## src/rtl/trs_pkg.sv

```systemverilog
`timescale 1ns/1ps
package trs_pkg;

    typedef enum logic [2:0] {
        ST_HUNT   = 3'd0,
        ST_GOT_FF = 3'd1,
        ST_GOT_Z1 = 3'd2,
        ST_GOT_Z2 = 3'd3,
        ST_ACTIVE = 3'd4
    } sync_state_t;

    typedef enum logic [1:0] {
        COMP_CB = 2'd0,
        COMP_Y  = 2'd1,
        COMP_CR = 2'd2
    } comp_tag_t;

    localparam int unsigned BYTE_W = 8;
    localparam logic [BYTE_W-1:0] PRE_HI = 8'hFF;
    localparam logic [BYTE_W-1:0] PRE_LO = 8'h00;

    // Protection nibble expected for given flags, MSB first.
    function automatic logic [3:0] prot_bits(input logic f, input logic v, input logic h);
        return {v ^ h, f ^ h, f ^ v, f ^ v ^ h};
    endfunction

    // Component tag for a position within the four-byte group.
    function automatic comp_tag_t tag_for_phase(input logic [1:0] phase);
        comp_tag_t t;
        unique case (phase)
            2'd0:    t = COMP_CB;
            2'd2:    t = COMP_CR;
            default: t = COMP_Y;
        endcase
        return t;
    endfunction

endpackage

```

## src/rtl/trs_xy_check.sv

```systemverilog
`timescale 1ns/1ps
module trs_xy_check
    import trs_pkg::*;
(
    input  logic [BYTE_W-1:0] xy,
    output logic              code_ok,
    output logic              code_f,
    output logic              code_v,
    output logic              code_h
);

    logic [3:0] want_prot;

    always_comb begin
        code_f    = xy[6];
        code_v    = xy[5];
        code_h    = xy[4];
        want_prot = prot_bits(xy[6], xy[5], xy[4]);
        code_ok   = xy[7] && (xy[3:0] == want_prot);
    end

endmodule

```

## src/rtl/trs_sync_fsm.sv

```systemverilog
`timescale 1ns/1ps
module trs_sync_fsm
    import trs_pkg::*;
(
    input  logic              clk,
    input  logic              rst_n,
    input  logic              en,
    input  logic [BYTE_W-1:0] din,
    input  logic              code_ok,
    input  logic              code_v,
    input  logic              code_h,
    output logic              xy_take,
    output logic              byte_take,
    output logic              enter_active
);

    sync_state_t state_q, state_nx;

    always_ff @(posedge clk) begin
        if (!rst_n) state_q <= ST_HUNT;
        else        state_q <= state_nx;
    end

    always_comb begin
        state_nx     = state_q;
        xy_take      = 1'b0;
        byte_take    = 1'b0;
        enter_active = 1'b0;
        if (en) begin
            unique case (state_q)
                ST_HUNT: begin
                    if (din == PRE_HI) state_nx = ST_GOT_FF;
                end
                ST_ACTIVE: begin
                    if (din == PRE_HI) state_nx = ST_GOT_FF;
                    else               byte_take = 1'b1;
                end
                ST_GOT_FF: begin
                    if (din == PRE_LO)      state_nx = ST_GOT_Z1;
                    else if (din == PRE_HI) state_nx = ST_GOT_FF;
                    else                    state_nx = ST_HUNT;
                end
                ST_GOT_Z1: begin
                    if (din == PRE_LO)      state_nx = ST_GOT_Z2;
                    else if (din == PRE_HI) state_nx = ST_GOT_FF;
                    else                    state_nx = ST_HUNT;
                end
                ST_GOT_Z2: begin
                    xy_take = 1'b1;
                    if (code_ok && !code_h && !code_v) begin
                        state_nx     = ST_ACTIVE;
                        enter_active = 1'b1;
                    end else begin
                        state_nx = ST_HUNT;
                    end
                end
                default: state_nx = ST_HUNT;
            endcase
        end
    end

    // the picture state is only entered straight from a full preamble
    assert_active_entry_R2: assert property (@(posedge clk) disable iff (!rst_n)
        (state_q == ST_ACTIVE && $past(state_q) != ST_ACTIVE) |-> $past(state_q) == ST_GOT_Z2);

    // a disabled cycle leaves the state untouched
    assert_hold_when_idle_R9: assert property (@(posedge clk) disable iff (!rst_n)
        !en |=> $stable(state_q));

endmodule

```

## src/rtl/trs_pixel_tagger.sv

```systemverilog
`timescale 1ns/1ps
module trs_pixel_tagger
    import trs_pkg::*;
#(
    parameter int unsigned CNT_W = 11
) (
    input  logic             clk,
    input  logic             rst_n,
    input  logic             restart,
    input  logic             byte_take,
    output logic             valid_o,
    output logic [1:0]       comp_o,
    output logic [CNT_W-1:0] idx_o
);

    localparam int unsigned PHASE_W = 2;

    logic [PHASE_W-1:0] phase_q;
    logic [CNT_W-1:0]   cnt_q;
    comp_tag_t          comp_q;
    logic [CNT_W-1:0]   idx_q;
    logic               valid_q;

    always_ff @(posedge clk) begin
        if (!rst_n) begin
            phase_q <= '0;
            cnt_q   <= '0;
            comp_q  <= COMP_CB;
            idx_q   <= '0;
            valid_q <= 1'b0;
        end else begin
            valid_q <= byte_take;
            if (restart) begin
                phase_q <= '0;
                cnt_q   <= '0;
            end else if (byte_take) begin
                comp_q  <= tag_for_phase(phase_q);
                idx_q   <= cnt_q;
                phase_q <= phase_q + 1'b1;
                cnt_q   <= cnt_q + 1'b1;
            end
        end
    end

    assign valid_o = valid_q;
    assign comp_o  = comp_q;
    assign idx_o   = idx_q;

    // a blue-difference tag always falls on a byte number divisible by four
    assert_cb_aligned_R8: assert property (@(posedge clk) disable iff (!rst_n)
        (valid_q && comp_q == COMP_CB) |-> idx_q[1:0] == 2'd0);

endmodule

```

## src/rtl/trs_stream_decoder.sv

```systemverilog
`timescale 1ns/1ps
module trs_stream_decoder
    import trs_pkg::*;
#(
    parameter int unsigned CNT_W = 11
) (
    input  logic             clk,
    input  logic             rst_n,
    input  logic             en,
    input  logic [7:0]       din,
    output logic             field_o,
    output logic             vblank_o,
    output logic             hpos_o,
    output logic             line_valid_o,
    output logic             sav_o,
    output logic             eav_o,
    output logic             prot_err_o,
    output logic             active_o,
    output logic [1:0]       comp_o,
    output logic [CNT_W-1:0] byte_idx_o
);

    logic code_ok, code_f, code_v, code_h;
    logic xy_take, byte_take, enter_active;

    logic field_q, vblank_q, hpos_q, line_q;
    logic sav_q, eav_q, err_q;

    trs_xy_check u_xy (
        .xy      (din),
        .code_ok (code_ok),
        .code_f  (code_f),
        .code_v  (code_v),
        .code_h  (code_h)
    );

    trs_sync_fsm u_fsm (
        .clk          (clk),
        .rst_n        (rst_n),
        .en           (en),
        .din          (din),
        .code_ok      (code_ok),
        .code_v       (code_v),
        .code_h       (code_h),
        .xy_take      (xy_take),
        .byte_take    (byte_take),
        .enter_active (enter_active)
    );

    trs_pixel_tagger #(.CNT_W(CNT_W)) u_tag (
        .clk       (clk),
        .rst_n     (rst_n),
        .restart   (enter_active),
        .byte_take (byte_take),
        .valid_o   (active_o),
        .comp_o    (comp_o),
        .idx_o     (byte_idx_o)
    );

    always_ff @(posedge clk) begin
        if (!rst_n) begin
            field_q  <= 1'b0;
            vblank_q <= 1'b1;
            hpos_q   <= 1'b1;
            line_q   <= 1'b0;
            sav_q    <= 1'b0;
            eav_q    <= 1'b0;
            err_q    <= 1'b0;
        end else begin
            sav_q <= xy_take && code_ok && !code_h;
            eav_q <= xy_take && code_ok && code_h;
            err_q <= xy_take && !code_ok;
            if (xy_take && code_ok) begin
                field_q  <= code_f;
                vblank_q <= code_v;
                hpos_q   <= code_h;
                line_q   <= !code_h && !code_v;
            end
        end
    end

    assign field_o      = field_q;
    assign vblank_o     = vblank_q;
    assign hpos_o       = hpos_q;
    assign line_valid_o = line_q;
    assign sav_o        = sav_q;
    assign eav_o        = eav_q;
    assign prot_err_o   = err_q;

    // a rejected status byte leaves every stored flag as it was
    assert_flags_kept_on_error_R4: assert property (@(posedge clk) disable iff (!rst_n)
        err_q |-> ($stable(field_q) && $stable(vblank_q) && $stable(hpos_q) && $stable(line_q)));

    // at most one code outcome per cycle
    assert_one_outcome_R5: assert property (@(posedge clk) disable iff (!rst_n)
        $onehot0({sav_q, eav_q, err_q}));

    // an end code always closes the picture line
    assert_eav_closes_line_R6: assert property (@(posedge clk) disable iff (!rst_n)
        eav_q |-> (!line_q && hpos_q));

    // picture bytes only appear on a valid line
    assert_active_inside_line_R7: assert property (@(posedge clk) disable iff (!rst_n)
        active_o |-> (line_q && !vblank_q && !hpos_q));

endmodule

```

## config.mk

```make
export PLATFORM = sky130hd
export DESIGN_NAME = trs_stream_decoder
export DESIGN_NICKNAME = d
export VERILOG_FILES = /design/src/rtl/trs_pkg.sv /design/src/rtl/trs_xy_check.sv /design/src/rtl/trs_sync_fsm.sv /design/src/rtl/trs_pixel_tagger.sv /design/src/rtl/trs_stream_decoder.sv
export SDC_FILE = /design/constraint.sdc
export NUM_CORES = 1
export LEC_CHECK = 0
export BUFFER_PORTS_ARGS = -buffer_cell sky130_fd_sc_hd__buf_2
export CAP_MARGIN = 20
export CORE_MARGIN = 8
export CORE_UTILIZATION = 59
export DETAILED_ROUTE_END_ITERATION = 10
export GPL_ROUTABILITY_DRIVEN = 0
export PLACE_DENSITY_LB_ADDON = 0.2
export SLEW_MARGIN = 15
export SYNTH_ARGS = -nofsm -noshare
export SYNTH_HDL_FRONTEND = slang
export SYNTH_SLANG_ARGS = --single-unit
```

## constraint.sdc

```tcl
create_clock -name clk -period 2.6 [get_ports clk]
set_input_delay 0.26 -clock clk [delete_from_list [all_inputs] [get_ports clk]]
set_output_delay 0.26 -clock clk [all_outputs]
set_load 0.1 [all_outputs]
```

==> impl_metrics.json <==
{
  "power_density_mw_per_mm2": 514,
  "top_layer": "met4",
  "rsz0062_at_grt": "no",
  "num_rows": 20,
  "ys_seq_area_share_pct": 42.0,
  "die_h_um": 70.7,
  "placed_cells": 240,
  "synth-seq-cells": 37,
  "holdCritStartpoint": "din[4]",
  "antenna_found_initial": 0,
  "hold_depth": 2,
  "clock-sinks": 37,
  "clock_latency_ps": 330,
  "worst_pin_slew_ps": 549,
  "cts_tree": "yes",
  "cp_slowest_cell": "or4_1",
  "via_count": 1462,
  "cts.path.max_buffers": 2,
  "synth_top_area_share_pct": 42.0,
  "period_minus_slack_ps": 1900,
  "whs_ps": 220,
  "cts_made_buffers": 5,
  "critPathLaunchType": "flop",
  "cts_max_level": 2,
  "wl_met1_um": 1690,
  "yosys_warnings": 0,
  "grt_use_total_pct": 15.0,
  "fin_crit_sh_pct": 73.2,
  "max_cap_violations": 0,
  "r2r-start": "u_fsm.state_q[1]$_SDFFE_PN0P_",
  "startpoint": "u_fsm.state_q[1]$_SDFFE_PN0P_",
  "dieWidth_um": 70.7,
  "pin_count": 32,
  "drt_iter0_drc": 82,
  "setup_viol": 0,
  "clk_pin_slew_ps": 110,
  "syn-num-nets": 198,
  "antenna_left": 0,
  "maxSlewViolCount": 0,
  "cp_data_required_time_ps": 2860,
  "drcViolationCount": 0,
  "overflow": 0,
  "io_buffers": 31,
  "drt-total-wl_um": 3660,
  "ff2ff_setup_slack_ps": 700,
  "dr_wl_met3_um": 202,
  "fmax_ghz": 0.526,
  "crit_type": "flop to flop",
  "cts_resized": 0,
  "dp_hpwl_um": 2640,
  "grt_pass1_wl_um": 6220,
  "firstDrtPassIters": 4,
  "crit_arrival_ps": 2170,
  "fin_setup_tns_ps": 0,
  "grt_max_degree": 28,
  "path_cells": "and4bb_2 -> o21ai_2 -> buf_4 -> or4_1 -> a211oi_2",
  "hold_class": "input port to flop",
  "end_kind": "flop",
  "wl_per_cell_um": 14.7,
  "grt_pass1_vias": 1405,
  "drive_above_1_share_pct": 23.7,
  "vdd_drop_max_v": 0.000411,
  "viasPerCell": 5.90,
  "syn_area_per_cell_um2": 9.74,
  "yosysTopAreaCell": "dfxtp_1",
  "crit_path_max_fanout": 27,
  "synth_area_leaders": "dfxtp_1, mux2i_1, ha_1",
  "p_leak_nw": 0.886,
  "dr_wl_met2_um": 1720,
  "syn_to_final_growth_pct": 14.6,
  "hold_viol": 0,
  "syn_area_mm2": 0.00176,
  "cts_root_buf": "clkbuf_4",
  "synth_cell_type_count": 41,
  "status": "finished, final reports clean",
  "post-cts-setup-buffers": 0,
  "slowest_delay_ps": 550,
  "core_area_mm2": 0.00295,
  "synth_cells": 181,
  "layoutNonFillerInstCount": 248,
  "p_total_mw": 1.04,
  "slew_headroom_pct": 63.4,
  "ctsHoldBuffers": 0,
  "reg2reg_depth": 5,
  "finClkSkew_ps": 15.6,
  "start_util_pct": 59.7,
  "finalNetCount": 231,
  "insertedDiodeCount": 0,
  "dieArea_mm2": 0.00499
}
metrics by stage:
stage / area (um2) / utilization, % / worst slack, ps
3_3_place_gp: 1940 / 65.6 / 658
2_1_floorplan: 1760 / - / 941
5_1_grt: 2020 / 68.4 / 597
3_5_place_dp: 1940 / 65.6 / 613
4_1_cts: 2020 / 68.4 / 707
6_report: 2020 / 68.4 / 698
cells in the mapped netlist:
library cell and instances:
or3_4 1, o211ai_2 1, o41ai_1 1, clkbuf_1 4
nand4b_1 1, and4_1 1, nor4_1 1, o31ai_1 6
xnor2_1 3, buf_2 1, inv_1 7, mux2i_1 18
ha_1 6, o211ai_1 1, xor2_1 4, or4_1 6
a211oi_1 5, o21ai_2 1, xnor3_1 1, a2111oi_0 1
nand3_1 7, nand3b_1 1, nand4_1 4, buf_4 2
a32o_1 1, a21boi_0 1, o21a_1 1, and4bb_2 1
buf_6 1, or2_2 1, or3_1 4, a21oi_1 4
o21ai_0 3, dfxtp_1 37, nor3_1 6, nor2_1 20
nand2b_1 2, and3_1 2, a211oi_2 4, nand2_1 8
a211oi_4 1
layout make-up:
class,instances,area (um2)
tap,33,41.3
fill,248,932
inverter,7,26.3
sequential,37,741
timing repair buffer,34,178
clock inverter,1,30.0
clock buffer,7,55.1
multi-input combinational,129,950
flip-flops by register name, summed over array words and instances (netlist names):
name	flops
eav_o	1
field_o	1
hpos_o	1
line_valid_o	1
prot_err_o	1
sav_o	1
u_fsm.state_q	3
u_tag.cnt_q	11
u_tag.comp_o	2
u_tag.idx_o	11
u_tag.phase_q	2
u_tag.valid_o	1
vblank_o	1
critical path, delay by kind of cell, from the launching register on:
family / cells / cell delay [ps]
buf+inv: 1 / 250
simple gates: 2 / 920
flops: 1 / 390
compound gates: 2 / 270
layer usage:
layer,track usage (%),vias up
met5,0,-
met4,6.47,0
met3,4.52,7
met2,24.9,38
met1,17.5,692
li1,-,725
final timing paths:
kind | to
max | u_tag.cnt_q[8]$_SDFFE_PP0P_
max reg2reg | u_tag.cnt_q[8]$_SDFFE_PP0P_
min reg2reg | field_o$_SDFFE_PN0P_
min | sav_o$_SDFF_PN0_
report_power, final:
group	switching, mW	total, mW	leakage [nW]	internal, mW
sequential	0.0000381	0.567	0.298	0.566
combinational	0.0371	0.0574	0.542	0.0203
clock	0.185	0.415	0.0455	0.230
cell families (layout without fill, tap and decap cells):
family	Yosys count	in the layout	share of synthesized area [%]
xor+xnor	8	8	4.76
buf+inv	15	49	4.12
fa+ha+maj	6	6	4.26
compound gates	31	31	14.7
flops	37	37	42.0
simple gates	66	66	19.9
mux	18	18	10.2
placed cells by master, fill, tap and decap left out, types with 2 or more instances in the layout:
master,instances
mux2i_1,18
nor3_1,6
dfxtp_1,37
o31ai_1,6
inv_1,7
nand2b_1,2
o21ai_0,3
xor2_1,4
buf_4,3
nor2_1,20
clkbuf_4,5
or3_1,4
nand3_1,7
a211oi_1,5
buf_2,31
a21oi_1,4
and3_1,2
or4_1,6
ha_1,6
xnor2_1,3
nand2_1,8
a211oi_2,4
nand4_1,4
No activity file was read; power rests on OpenSTA's default activity.
